File: src/rtl/tps_pkg.sv
package tps_pkg;

    typedef enum logic [2:0] {
        SEL_STOP     = 3'd0,
        SEL_CLK      = 3'd1,
        SEL_D8       = 3'd2,
        SEL_D64      = 3'd3,
        SEL_D256     = 3'd4,
        SEL_D1024    = 3'd5,
        SEL_EXT_FALL = 3'd6,
        SEL_EXT_RISE = 3'd7
    } clk_sel_e;

    typedef enum logic [1:0] {
        CTL_FREE  = 2'd0,
        CTL_PULSE = 2'd1,
        CTL_HOLD  = 2'd2
    } ctl_state_e;

    localparam int BIT_SYNC = 7;
    localparam int BIT_AUX  = 1;
    localparam int BIT_SHR  = 0;
    localparam int NUM_TAPS = 4;
    localparam int NUM_TMR  = 2;
    localparam int SEL_W    = 3;

    // low-bit width whose wrap to zero marks each divided tap
    function automatic int tap_width(input int idx);
        case (idx)
            0:       return 3;
            1:       return 6;
            2:       return 8;
            default: return 10;
        endcase
    endfunction

endpackage

File: src/rtl/tps_ctrl_fsm.sv
module tps_ctrl_fsm
    import tps_pkg::*;
(
    input  logic       clk,
    input  logic       rst_n,
    input  logic       wr,
    input  logic       wr_sync,
    input  logic [1:0] wr_rst,
    output logic [7:0] rdata,
    output logic       shr_rst,
    output logic       aux_rst
);

    ctl_state_e state_q, state_d;
    logic [1:0] bits_q, bits_d;

    // next-state and reset-bit selection
    always_comb begin
        state_d = state_q;
        bits_d  = bits_q;
        if (wr) begin
            bits_d = wr_rst;
            if (wr_sync)
                state_d = CTL_HOLD;
            else if (wr_rst != 2'b00)
                state_d = CTL_PULSE;
            else
                state_d = CTL_FREE;
        end else begin
            unique case (state_q)
                CTL_FREE:  begin state_d = CTL_FREE;  bits_d = 2'b00;  end
                CTL_PULSE: begin state_d = CTL_FREE;  bits_d = 2'b00;  end
                CTL_HOLD:  begin state_d = CTL_HOLD;  bits_d = bits_q; end
                default:   begin state_d = CTL_FREE;  bits_d = 2'b00;  end
            endcase
        end
    end

    // state register
    always_ff @(posedge clk or negedge rst_n) begin
        if (!rst_n) begin
            state_q <= CTL_FREE;
            bits_q  <= 2'b00;
        end else begin
            state_q <= state_d;
            bits_q  <= bits_d;
        end
    end

    // outputs
    always_comb begin
        rdata          = 8'h00;
        rdata[BIT_SYNC] = (state_q == CTL_HOLD);
        rdata[BIT_AUX]  = bits_q[1];
        rdata[BIT_SHR]  = bits_q[0];
        shr_rst        = bits_q[0];
        aux_rst        = bits_q[1];
    end

endmodule

File: src/rtl/tps_prescaler.sv
module tps_prescaler
    import tps_pkg::*;
#(
    parameter int PRE_W = 10
) (
    input  logic                clk,
    input  logic                rst_n,
    input  logic                clr,
    output logic [NUM_TAPS-1:0] tap
);

    logic [PRE_W-1:0] cnt_q;

    always_ff @(posedge clk or negedge rst_n) begin
        if (!rst_n)
            cnt_q <= '0;
        else if (clr)
            cnt_q <= '0;
        else
            cnt_q <= cnt_q + 1'b1;
    end

    for (genvar i = 0; i < NUM_TAPS; i++) begin : g_tap
        localparam int TW = tap_width(i);
        assign tap[i] = !clr && (cnt_q[TW-1:0] == '0);
    end

endmodule

File: src/rtl/tps_ext_sync.sv
module tps_ext_sync (
    input  logic clk,
    input  logic rst_n,
    input  logic pin,
    output logic rise,
    output logic fall
);

    logic s1_q, s2_q, s3_q;

    always_ff @(posedge clk or negedge rst_n) begin
        if (!rst_n) begin
            s1_q <= 1'b0;
            s2_q <= 1'b0;
            s3_q <= 1'b0;
            rise <= 1'b0;
            fall <= 1'b0;
        end else begin
            s1_q <= pin;
            s2_q <= s1_q;
            s3_q <= s2_q;
            rise <= s2_q & ~s3_q;
            fall <= ~s2_q & s3_q;
        end
    end

endmodule

File: src/rtl/tps_clk_mux.sv
module tps_clk_mux
    import tps_pkg::*;
(
    input  logic [SEL_W-1:0]    sel,
    input  logic [NUM_TAPS-1:0] tap,
    input  logic                rise,
    input  logic                fall,
    input  logic                halt,
    output logic                en
);

    logic pick;

    always_comb begin
        unique case (clk_sel_e'(sel))
            SEL_STOP:     pick = 1'b0;
            SEL_CLK:      pick = 1'b1;
            SEL_D8:       pick = tap[0];
            SEL_D64:      pick = tap[1];
            SEL_D256:     pick = tap[2];
            SEL_D1024:    pick = tap[3];
            SEL_EXT_FALL: pick = fall;
            SEL_EXT_RISE: pick = rise;
            default:      pick = 1'b0;
        endcase
        en = pick && !halt;
    end

endmodule

File: src/rtl/tmr_prescale_top.sv
module tmr_prescale_top
    import tps_pkg::*;
#(
    parameter int PRE_W = 10
) (
    input  logic         clk,
    input  logic         rst_n,
    input  logic         reg_wr,
    input  logic [7:0]   reg_wdata,
    output logic [7:0]   reg_rdata,
    input  logic [2:0]   clk_sel_a,
    input  logic [2:0]   clk_sel_b,
    input  logic [1:0]   ext_pin,
    output logic [1:0]   cnt_en,
    output logic         aux_pre_rst
);

    logic                shr_rst;
    logic [NUM_TAPS-1:0] tap;
    logic [SEL_W-1:0]    sel_arr [NUM_TMR];
    logic                unused_wbits;

    assign unused_wbits = ^reg_wdata[6:2];
    assign sel_arr[0]   = clk_sel_a;
    assign sel_arr[1]   = clk_sel_b;

    tps_ctrl_fsm u_ctrl (
        .clk     (clk),
        .rst_n   (rst_n),
        .wr      (reg_wr),
        .wr_sync (reg_wdata[BIT_SYNC]),
        .wr_rst  (reg_wdata[1:0]),
        .rdata   (reg_rdata),
        .shr_rst (shr_rst),
        .aux_rst (aux_pre_rst)
    );

    tps_prescaler #(.PRE_W(PRE_W)) u_pre (
        .clk   (clk),
        .rst_n (rst_n),
        .clr   (shr_rst),
        .tap   (tap)
    );

    for (genvar t = 0; t < NUM_TMR; t++) begin : g_tmr
        logic rise, fall;

        tps_ext_sync u_sync (
            .clk   (clk),
            .rst_n (rst_n),
            .pin   (ext_pin[t]),
            .rise  (rise),
            .fall  (fall)
        );

        tps_clk_mux u_mux (
            .sel  (sel_arr[t]),
            .tap  (tap),
            .rise (rise),
            .fall (fall),
            .halt (shr_rst),
            .en   (cnt_en[t])
        );
    end

endmodule

File: config.mk
export PLATFORM = sky130hd
export DESIGN_NAME = tmr_prescale_top
export DESIGN_NICKNAME = d
export VERILOG_FILES = /design/src/rtl/tps_pkg.sv /design/src/rtl/tps_ctrl_fsm.sv /design/src/rtl/tps_prescaler.sv /design/src/rtl/tps_ext_sync.sv /design/src/rtl/tps_clk_mux.sv /design/src/rtl/tmr_prescale_top.sv
export SDC_FILE = /design/constraint.sdc
export NUM_CORES = 1
export LEC_CHECK = 0
export ABC_CLOCK_PERIOD_IN_PS = 2500
export CORE_MARGIN = 2
export CORE_UTILIZATION = 47
export DETAILED_ROUTE_END_ITERATION = 10
export PLACE_DENSITY_LB_ADDON = 0.12
export SLEW_MARGIN = 30
export SYNTH_ARGS = -nofsm -noshare
export SYNTH_HDL_FRONTEND = slang
export SYNTH_SLANG_ARGS = --single-unit
File: constraint.sdc
create_clock -name clk -period 2.5 [get_ports clk]
set_clock_uncertainty 0.2 [all_clocks]
set_input_delay 0.375 -clock clk [delete_from_list [all_inputs] [get_ports clk]]
set_output_delay 0.375 -clock clk [all_outputs]
set_load 0.05 [all_outputs]
Word level (Yosys, flattened, before mapping)
Cells that the tools add are included.
{"block": "classes", "eq_ne": 16, "reduce_logical": 14, "n_bitwise": 8, "mux": 9, "n_addsub": 1}
{"operator": "3-bit == test, second input constant", "n": 8}
{"operator": "1-bit one-hot mux with 8 select lines", "n": 2}
{"operator": "3-bit by 2-bit == test with 1-bit output, second input constant", "n": 4}
{"operator": "10-bit by 1-bit adder with 10-bit output, second input constant", "n": 1}
{"operator": "10-bit zero test", "n": 1}
{"operator": "10-bit two-way mux", "n": 1}
{"operator": "2-bit two-way mux", "n": 5}
{"operator": "3-bit zero test", "n": 3}
{"operator": "8-bit zero test", "n": 1}
{"operator": "3-bit by 1-bit == test with 1-bit output, second input constant", "n": 2}
{"operator": "1-bit logical AND", "n": 6}
{"operator": "6-bit zero test", "n": 1}
{"operator": "1-bit AND", "n": 4}
{"operator": "1-bit NOT", "n": 4}
{"operator": "2-bit == test, second input constant", "n": 1}
{"operator": "2-bit inequality test, second input constant", "n": 1}
{"operator": "2-bit nonzero test", "n": 1}
{"operator": "1-bit zero test", "n": 1}
{"operator": "1-bit two-way mux", "n": 1}
{"block": "word_totals", "word_cells": 61, "in_bits": 19, "out_inout_bits": 11, "regBits": 24}

Longest topological paths before layout
{"block": "depth", "word_depth": 4, "mapped_depth": 6}

Cells and area by module
Synthesis repeated with hierarchy kept, for this count alone.
{"block": "hier_totals", "hier_cells": 111, "hier_area_um2": 1199.9}
{"module": "tps_prescaler", "instances": 1, "area_each_um2": 533.0, "seq_area_each_um2": 250.2, "cells_each": 55}
{"module": "tps_ext_sync", "instances": 2, "area_each_um2": 140.1, "seq_area_each_um2": 125.1, "cells_each": 7}
{"module": "tps_ctrl_fsm", "instances": 1, "area_each_um2": 236.5, "seq_area_each_um2": 100.1, "cells_each": 24}
{"module": "tps_clk_mux", "instances": 2, "area_each_um2": 75.1, "seq_area_each_um2": 0.0, "cells_each": 9}

Worst setup path after synthesis
OpenSTA, ideal clock, no wires.
{"block": "synth_timing", "kind": "register to output", "startpoint": "reg u_pre.cnt_q[0]", "endpoint": "out cnt_en[0]", "path_stages_with_launch": 7, "arrival_time_ps": 1443, "slack_ps": 482, "required_time_ps": 1925, "cell_sequence": "dfrtp_1 > inv_1 > ha_1 > nor3b_1 > a22oi_1 > o32ai_1 > buf_4"}
{"block": "synth_between", "elab_chain_cells": 4}
{"element": "start, declared", "line_no": "tps_prescaler.sv:12", "rtl": "logic [PRE_W-1:0] cnt_q;"}
{"element": "start signal, assigned", "line_no": "tps_prescaler.sv:20", "rtl": "cnt_q <= cnt_q + 1'b1;"}
{"element": "10-bit zero test, or another cell as far along", "line_no": "tps_prescaler.sv:25", "rtl": "assign tap[i] = !clr && (cnt_q[TW-1:0] == '0);"}
{"element": "1-bit logical AND", "line_no": "tps_prescaler.sv:25"}
{"element": "1-bit one-hot mux with 8 select lines (*)", "line_no": "tps_clk_mux.sv:15", "rtl": "unique case (clk_sel_e'(sel))"}
{"element": "1-bit logical AND (*)", "line_no": "tps_clk_mux.sv:26", "rtl": "en = pick && !halt;"}
{"element": "end, declared", "line_no": "tmr_prescale_top.sv:14", "rtl": "output logic [1:0] cnt_en,"}
Every way passes the cells marked *; elsewhere a longest branch is shown, timed or not.

Worst setup path after layout
{"block": "layout_timing", "startpoint": "reg u_pre.cnt_q[0]", "endpoint": "out cnt_en[1]"}
The elaborated chain is that of the path after synthesis.

==> results.md <==
* Outcome: finished, final reports clean
* FP Rows at 17
* Average wire per cell in the routed design at 12.0 µm
* Bufs on Longest Clock Path at 2
* Timing-limited maximum frequency at 0.411 GHz
* Startpoint types: register
* Worst hold path class: reg -> reg
* Area of the core at 2230 µm²
* Area taken by flip-flops and latches at 601 µm²
* Floorplan die area at 2810 µm²
* Portion of the clock cycle consumed by the worst path in the final layout at 97.3%
* Peak supply drop at 0.438 mV
* Worst hold margin at 173 ps
* Final period demand of the worst path at 2430 ps
* Clock sinks at 24
* Leakage dissipation at 0.610 nW
* IO buf count at 19
* Starting density of the core at 50.6%
* Drt first pass iters at 4
* Top cell family by delay on the critical path: buffers and inverters
* Largest net degree at the start of global routing at 25
* Weighted congestion at the end of routability-driven global placement at 0.723
* Detailed Place HPWL at 1.33 mm
* Maximum fanout along the worst path at 4
* Fraction of layout instances using a drive strength above 1 at 15.0%
* Global router's overall resource usage at 15.5%
* Drt via density at 5.26
* Yosys warns at 0
* Inserted Clock Buffers at 3
* Total Power at 1.01 mW
* I/O pin count at 30
* Combined area of the multi-input logic cells at 464 µm²
* Detailed router's first-iteration violation count at 10
* Sequential-to-total area share from yosys stat at 53.2%
* Number of distinct library cell variants in the gate-level netlist after synthesis at 26
* Final Hold Violating Endpoints at 0
* Antenna violations before repair at 0
* Clock latency at the later pin of the worst-skew pair at 300 ps
* Vias in the first global route at 771
* Final-layout fill cell count at 200
* Number of synthesized flops with an enable pin at 0
* Max stage delay on crit path at 440 ps
* TNS Setup at 0 ps
* Count of state elements after synthesis at 24
* Transition time at the pin with the least slew margin at 500 ps
* Crit path buffers/inverters at 3
* Post-synthesis to final-layout area growth at 25.7%
* Dominant register cell in the synthesized netlist: sky130_fd_sc_hd__dfrtp_1
* Chip Height at 53.0 µm
* Wire length after detailed routing at 1.86 mm
* Fraction of registers with async set or reset after synthesis at 100%
* Cell chosen for the clock root: sky130_fd_sc_hd__clkbuf_4
* Number of vias after detailed routing at 815
* Required time of the critical path at 1920 ps
* Relative slew slack at 66.6%
* Start-to-end type of the worst setup path: reg -> out
* Count of max-cap constraint violations at 0
* CTS tree: done
* Endpoint kind of the worst setup timing path: primary output
* Critical Path, Cell by Cell: inv_1, ha_1, nor3b_2, buf_4, a22oi_2, o32ai_2, clkbuf_16
* Remaining antenna violation count after routing at 0
* Clock-pin transition on the worst setup and hold timing paths at 120 ps
* Hold_buf cts at 0
* # DRC at 0
* Design Area, Final at 1420 µm²
* Gate count of the mapped netlist at 107
* Per-instance average area after synthesis at 10.6 µm²
* Number of nets at the end of the flow at 149
* Fin. max-slew vios at 0
* Crit path DAT at 1860 ps
* Post-detailed-placement cell area at 1330 µm²
* Die width at 53.0 µm
* Number of diodes at 0
* Final setup violation count at 0
* Wire length of the first global-routing pass at 3.15 mm
* Gr ovfl total at 0
* Power density of the placed cells at 711 nW/µm²
* RSZ-0062 raised after global routing: yes
* Number of levels in the clock H-tree at 1
* Area of the mapped netlist at 1130 µm²
* Critical path's slowest cell: sky130_fd_sc_hd__dfrtp_1
-- cell usage after synthesis (2+ instances only) --
| library cell | count | area share, % |
|---|---|---|
| sky130_fd_sc_hd__ha_1 | 2 | 2.2 |
| sky130_fd_sc_hd__dfrtp_1 | 24 | 53 |
| sky130_fd_sc_hd__inv_1 | 6 | 2.0 |
| sky130_fd_sc_hd__nand2_1 | 6 | 2.0 |
| sky130_fd_sc_hd__a41oi_1 | 2 | 1.6 |
| sky130_fd_sc_hd__mux2_2 | 4 | 4.0 |
| sky130_fd_sc_hd__nor3b_1 | 4 | 2.7 |
| sky130_fd_sc_hd__buf_4 | 9 | 6.0 |
| sky130_fd_sc_hd__a21oi_1 | 4 | 1.8 |
| sky130_fd_sc_hd__nor2_1 | 8 | 2.7 |
| sky130_fd_sc_hd__or3_1 | 3 | 1.7 |
| sky130_fd_sc_hd__a22oi_1 | 4 | 2.7 |
| sky130_fd_sc_hd__nor2b_1 | 7 | 3.9 |
| sky130_fd_sc_hd__o32ai_1 | 2 | 1.6 |
| sky130_fd_sc_hd__xor2_1 | 2 | 1.6 |
| sky130_fd_sc_hd__nor3_1 | 2 | 0.89 |
| sky130_fd_sc_hd__o21ai_0 | 7 | 3.1 |
| sky130_fd_sc_hd__nand3_1 | 3 | 1.3 |
-- placed cells by master (no fill, tap or decap), types with 2 or more instances in the layout --
cell type	instances
sky130_fd_sc_hd__dfrtp_1	24
sky130_fd_sc_hd__clkdlybuf4s50_1	17
sky130_fd_sc_hd__nor2_1	8
sky130_fd_sc_hd__o21ai_0	7
sky130_fd_sc_hd__nor2b_1	7
sky130_fd_sc_hd__inv_1	6
sky130_fd_sc_hd__nand2_1	6
sky130_fd_sc_hd__conb_1	5
sky130_fd_sc_hd__a21oi_1	4
sky130_fd_sc_hd__mux2_2	4
sky130_fd_sc_hd__buf_4	4
sky130_fd_sc_hd__nand3_1	3
sky130_fd_sc_hd__or3_1	3
sky130_fd_sc_hd__nor3b_1	3
sky130_fd_sc_hd__a22oi_1	3
sky130_fd_sc_hd__clkbuf_4	3
sky130_fd_sc_hd__xor2_1	2
sky130_fd_sc_hd__nor3_1	2
sky130_fd_sc_hd__a41oi_1	2
sky130_fd_sc_hd__o32ai_2	2
sky130_fd_sc_hd__ha_1	2
-- cell families (layout without fill, tap and decap cells) --
family	after synthesis	after routing	synth area share, %
other	1	5	0.332
xor gates and xnor gates	3	3	2.33
AOI/OAI and AO/OA	20	20	11.3
adders and majority gates	2	2	2.21
buffers and inverters	17	33	9.30
DFF	24	24	53.2
and+or+nand+nor	36	36	17.4
muxes	4	4	3.99
-- what timing repair did --
action,CTS,global route
pin swaps,0,1
buffers inserted,0,1
setup endpoints to repair,2,2
gates resized for setup,2,3
-- registers in the layout, summed over array words and instances, names as in the netlist --
signal,count
u_pre.cnt_q,10
g_tmr.u_sync.fall,2
g_tmr.u_sync.rise,2
g_tmr.u_sync.s1_q,2
g_tmr.u_sync.s2_q,2
g_tmr.u_sync.s3_q,2
u_ctrl.bits_q,2
u_ctrl.state_q,2
-- per-layer routing --
layer / global-route usage (%) / vias to the layer above / wire length (µm)
met2: 26.5 / 25 / 888
li1: - / 397 / -
met3: 3.39 / 0 / 103
met5: 0 / - / 0
met1: 19.4 / 393 / 867
met4: 5.13 / 0 / 0
-- power by group --
part           switching [mW]  internal, mW
Sequential             0.0375         0.424
Clock                   0.114         0.162
Combinational           0.147         0.125
-- final cells by class --
class | instances | share of cell area, %
Sequential cell | 24 | 42.3
Multi-Input combinational cell | 70 | 32.7
Timing Repair Buffer | 23 | 17.3
Tap cell | 28 | 2.47
Clock inverter | 1 | 2.11
Clock buffer | 3 | 1.59
Inverter | 6 | 1.59
-- final timing paths --
kind,from,to,slack (ps),depth (start not counted)
hold / removal,g_tmr[1].u_sync.s1_q,g_tmr[1].u_sync.s2_q,170,0
min in group asynchronous,rst_n,u_pre.cnt_q[1],190,2
hold reg to reg,g_tmr[1].u_sync.s1_q,g_tmr[1].u_sync.s2_q,170,0
setup reg to reg,u_pre.cnt_q[0],u_pre.cnt_q[8],850,4
setup / recovery,u_pre.cnt_q[0],cnt_en[1],70,7
max in group asynchronous,rst_n,g_tmr[0].u_sync.fall,1680,2
-- metrics by stage --
step / setup slack (ps) / util, % / instances
global route: -33.5 / 63.6 / 155
floorplan: 482 / - / 111
detailed placement: 166 / 59.6 / 150
global placement: 184 / 59.6 / 150
finish: 68.5 / 63.6 / 155
CTS: 78.0 / 62.6 / 154
No activity file was read; power rests on OpenSTA's default activity.
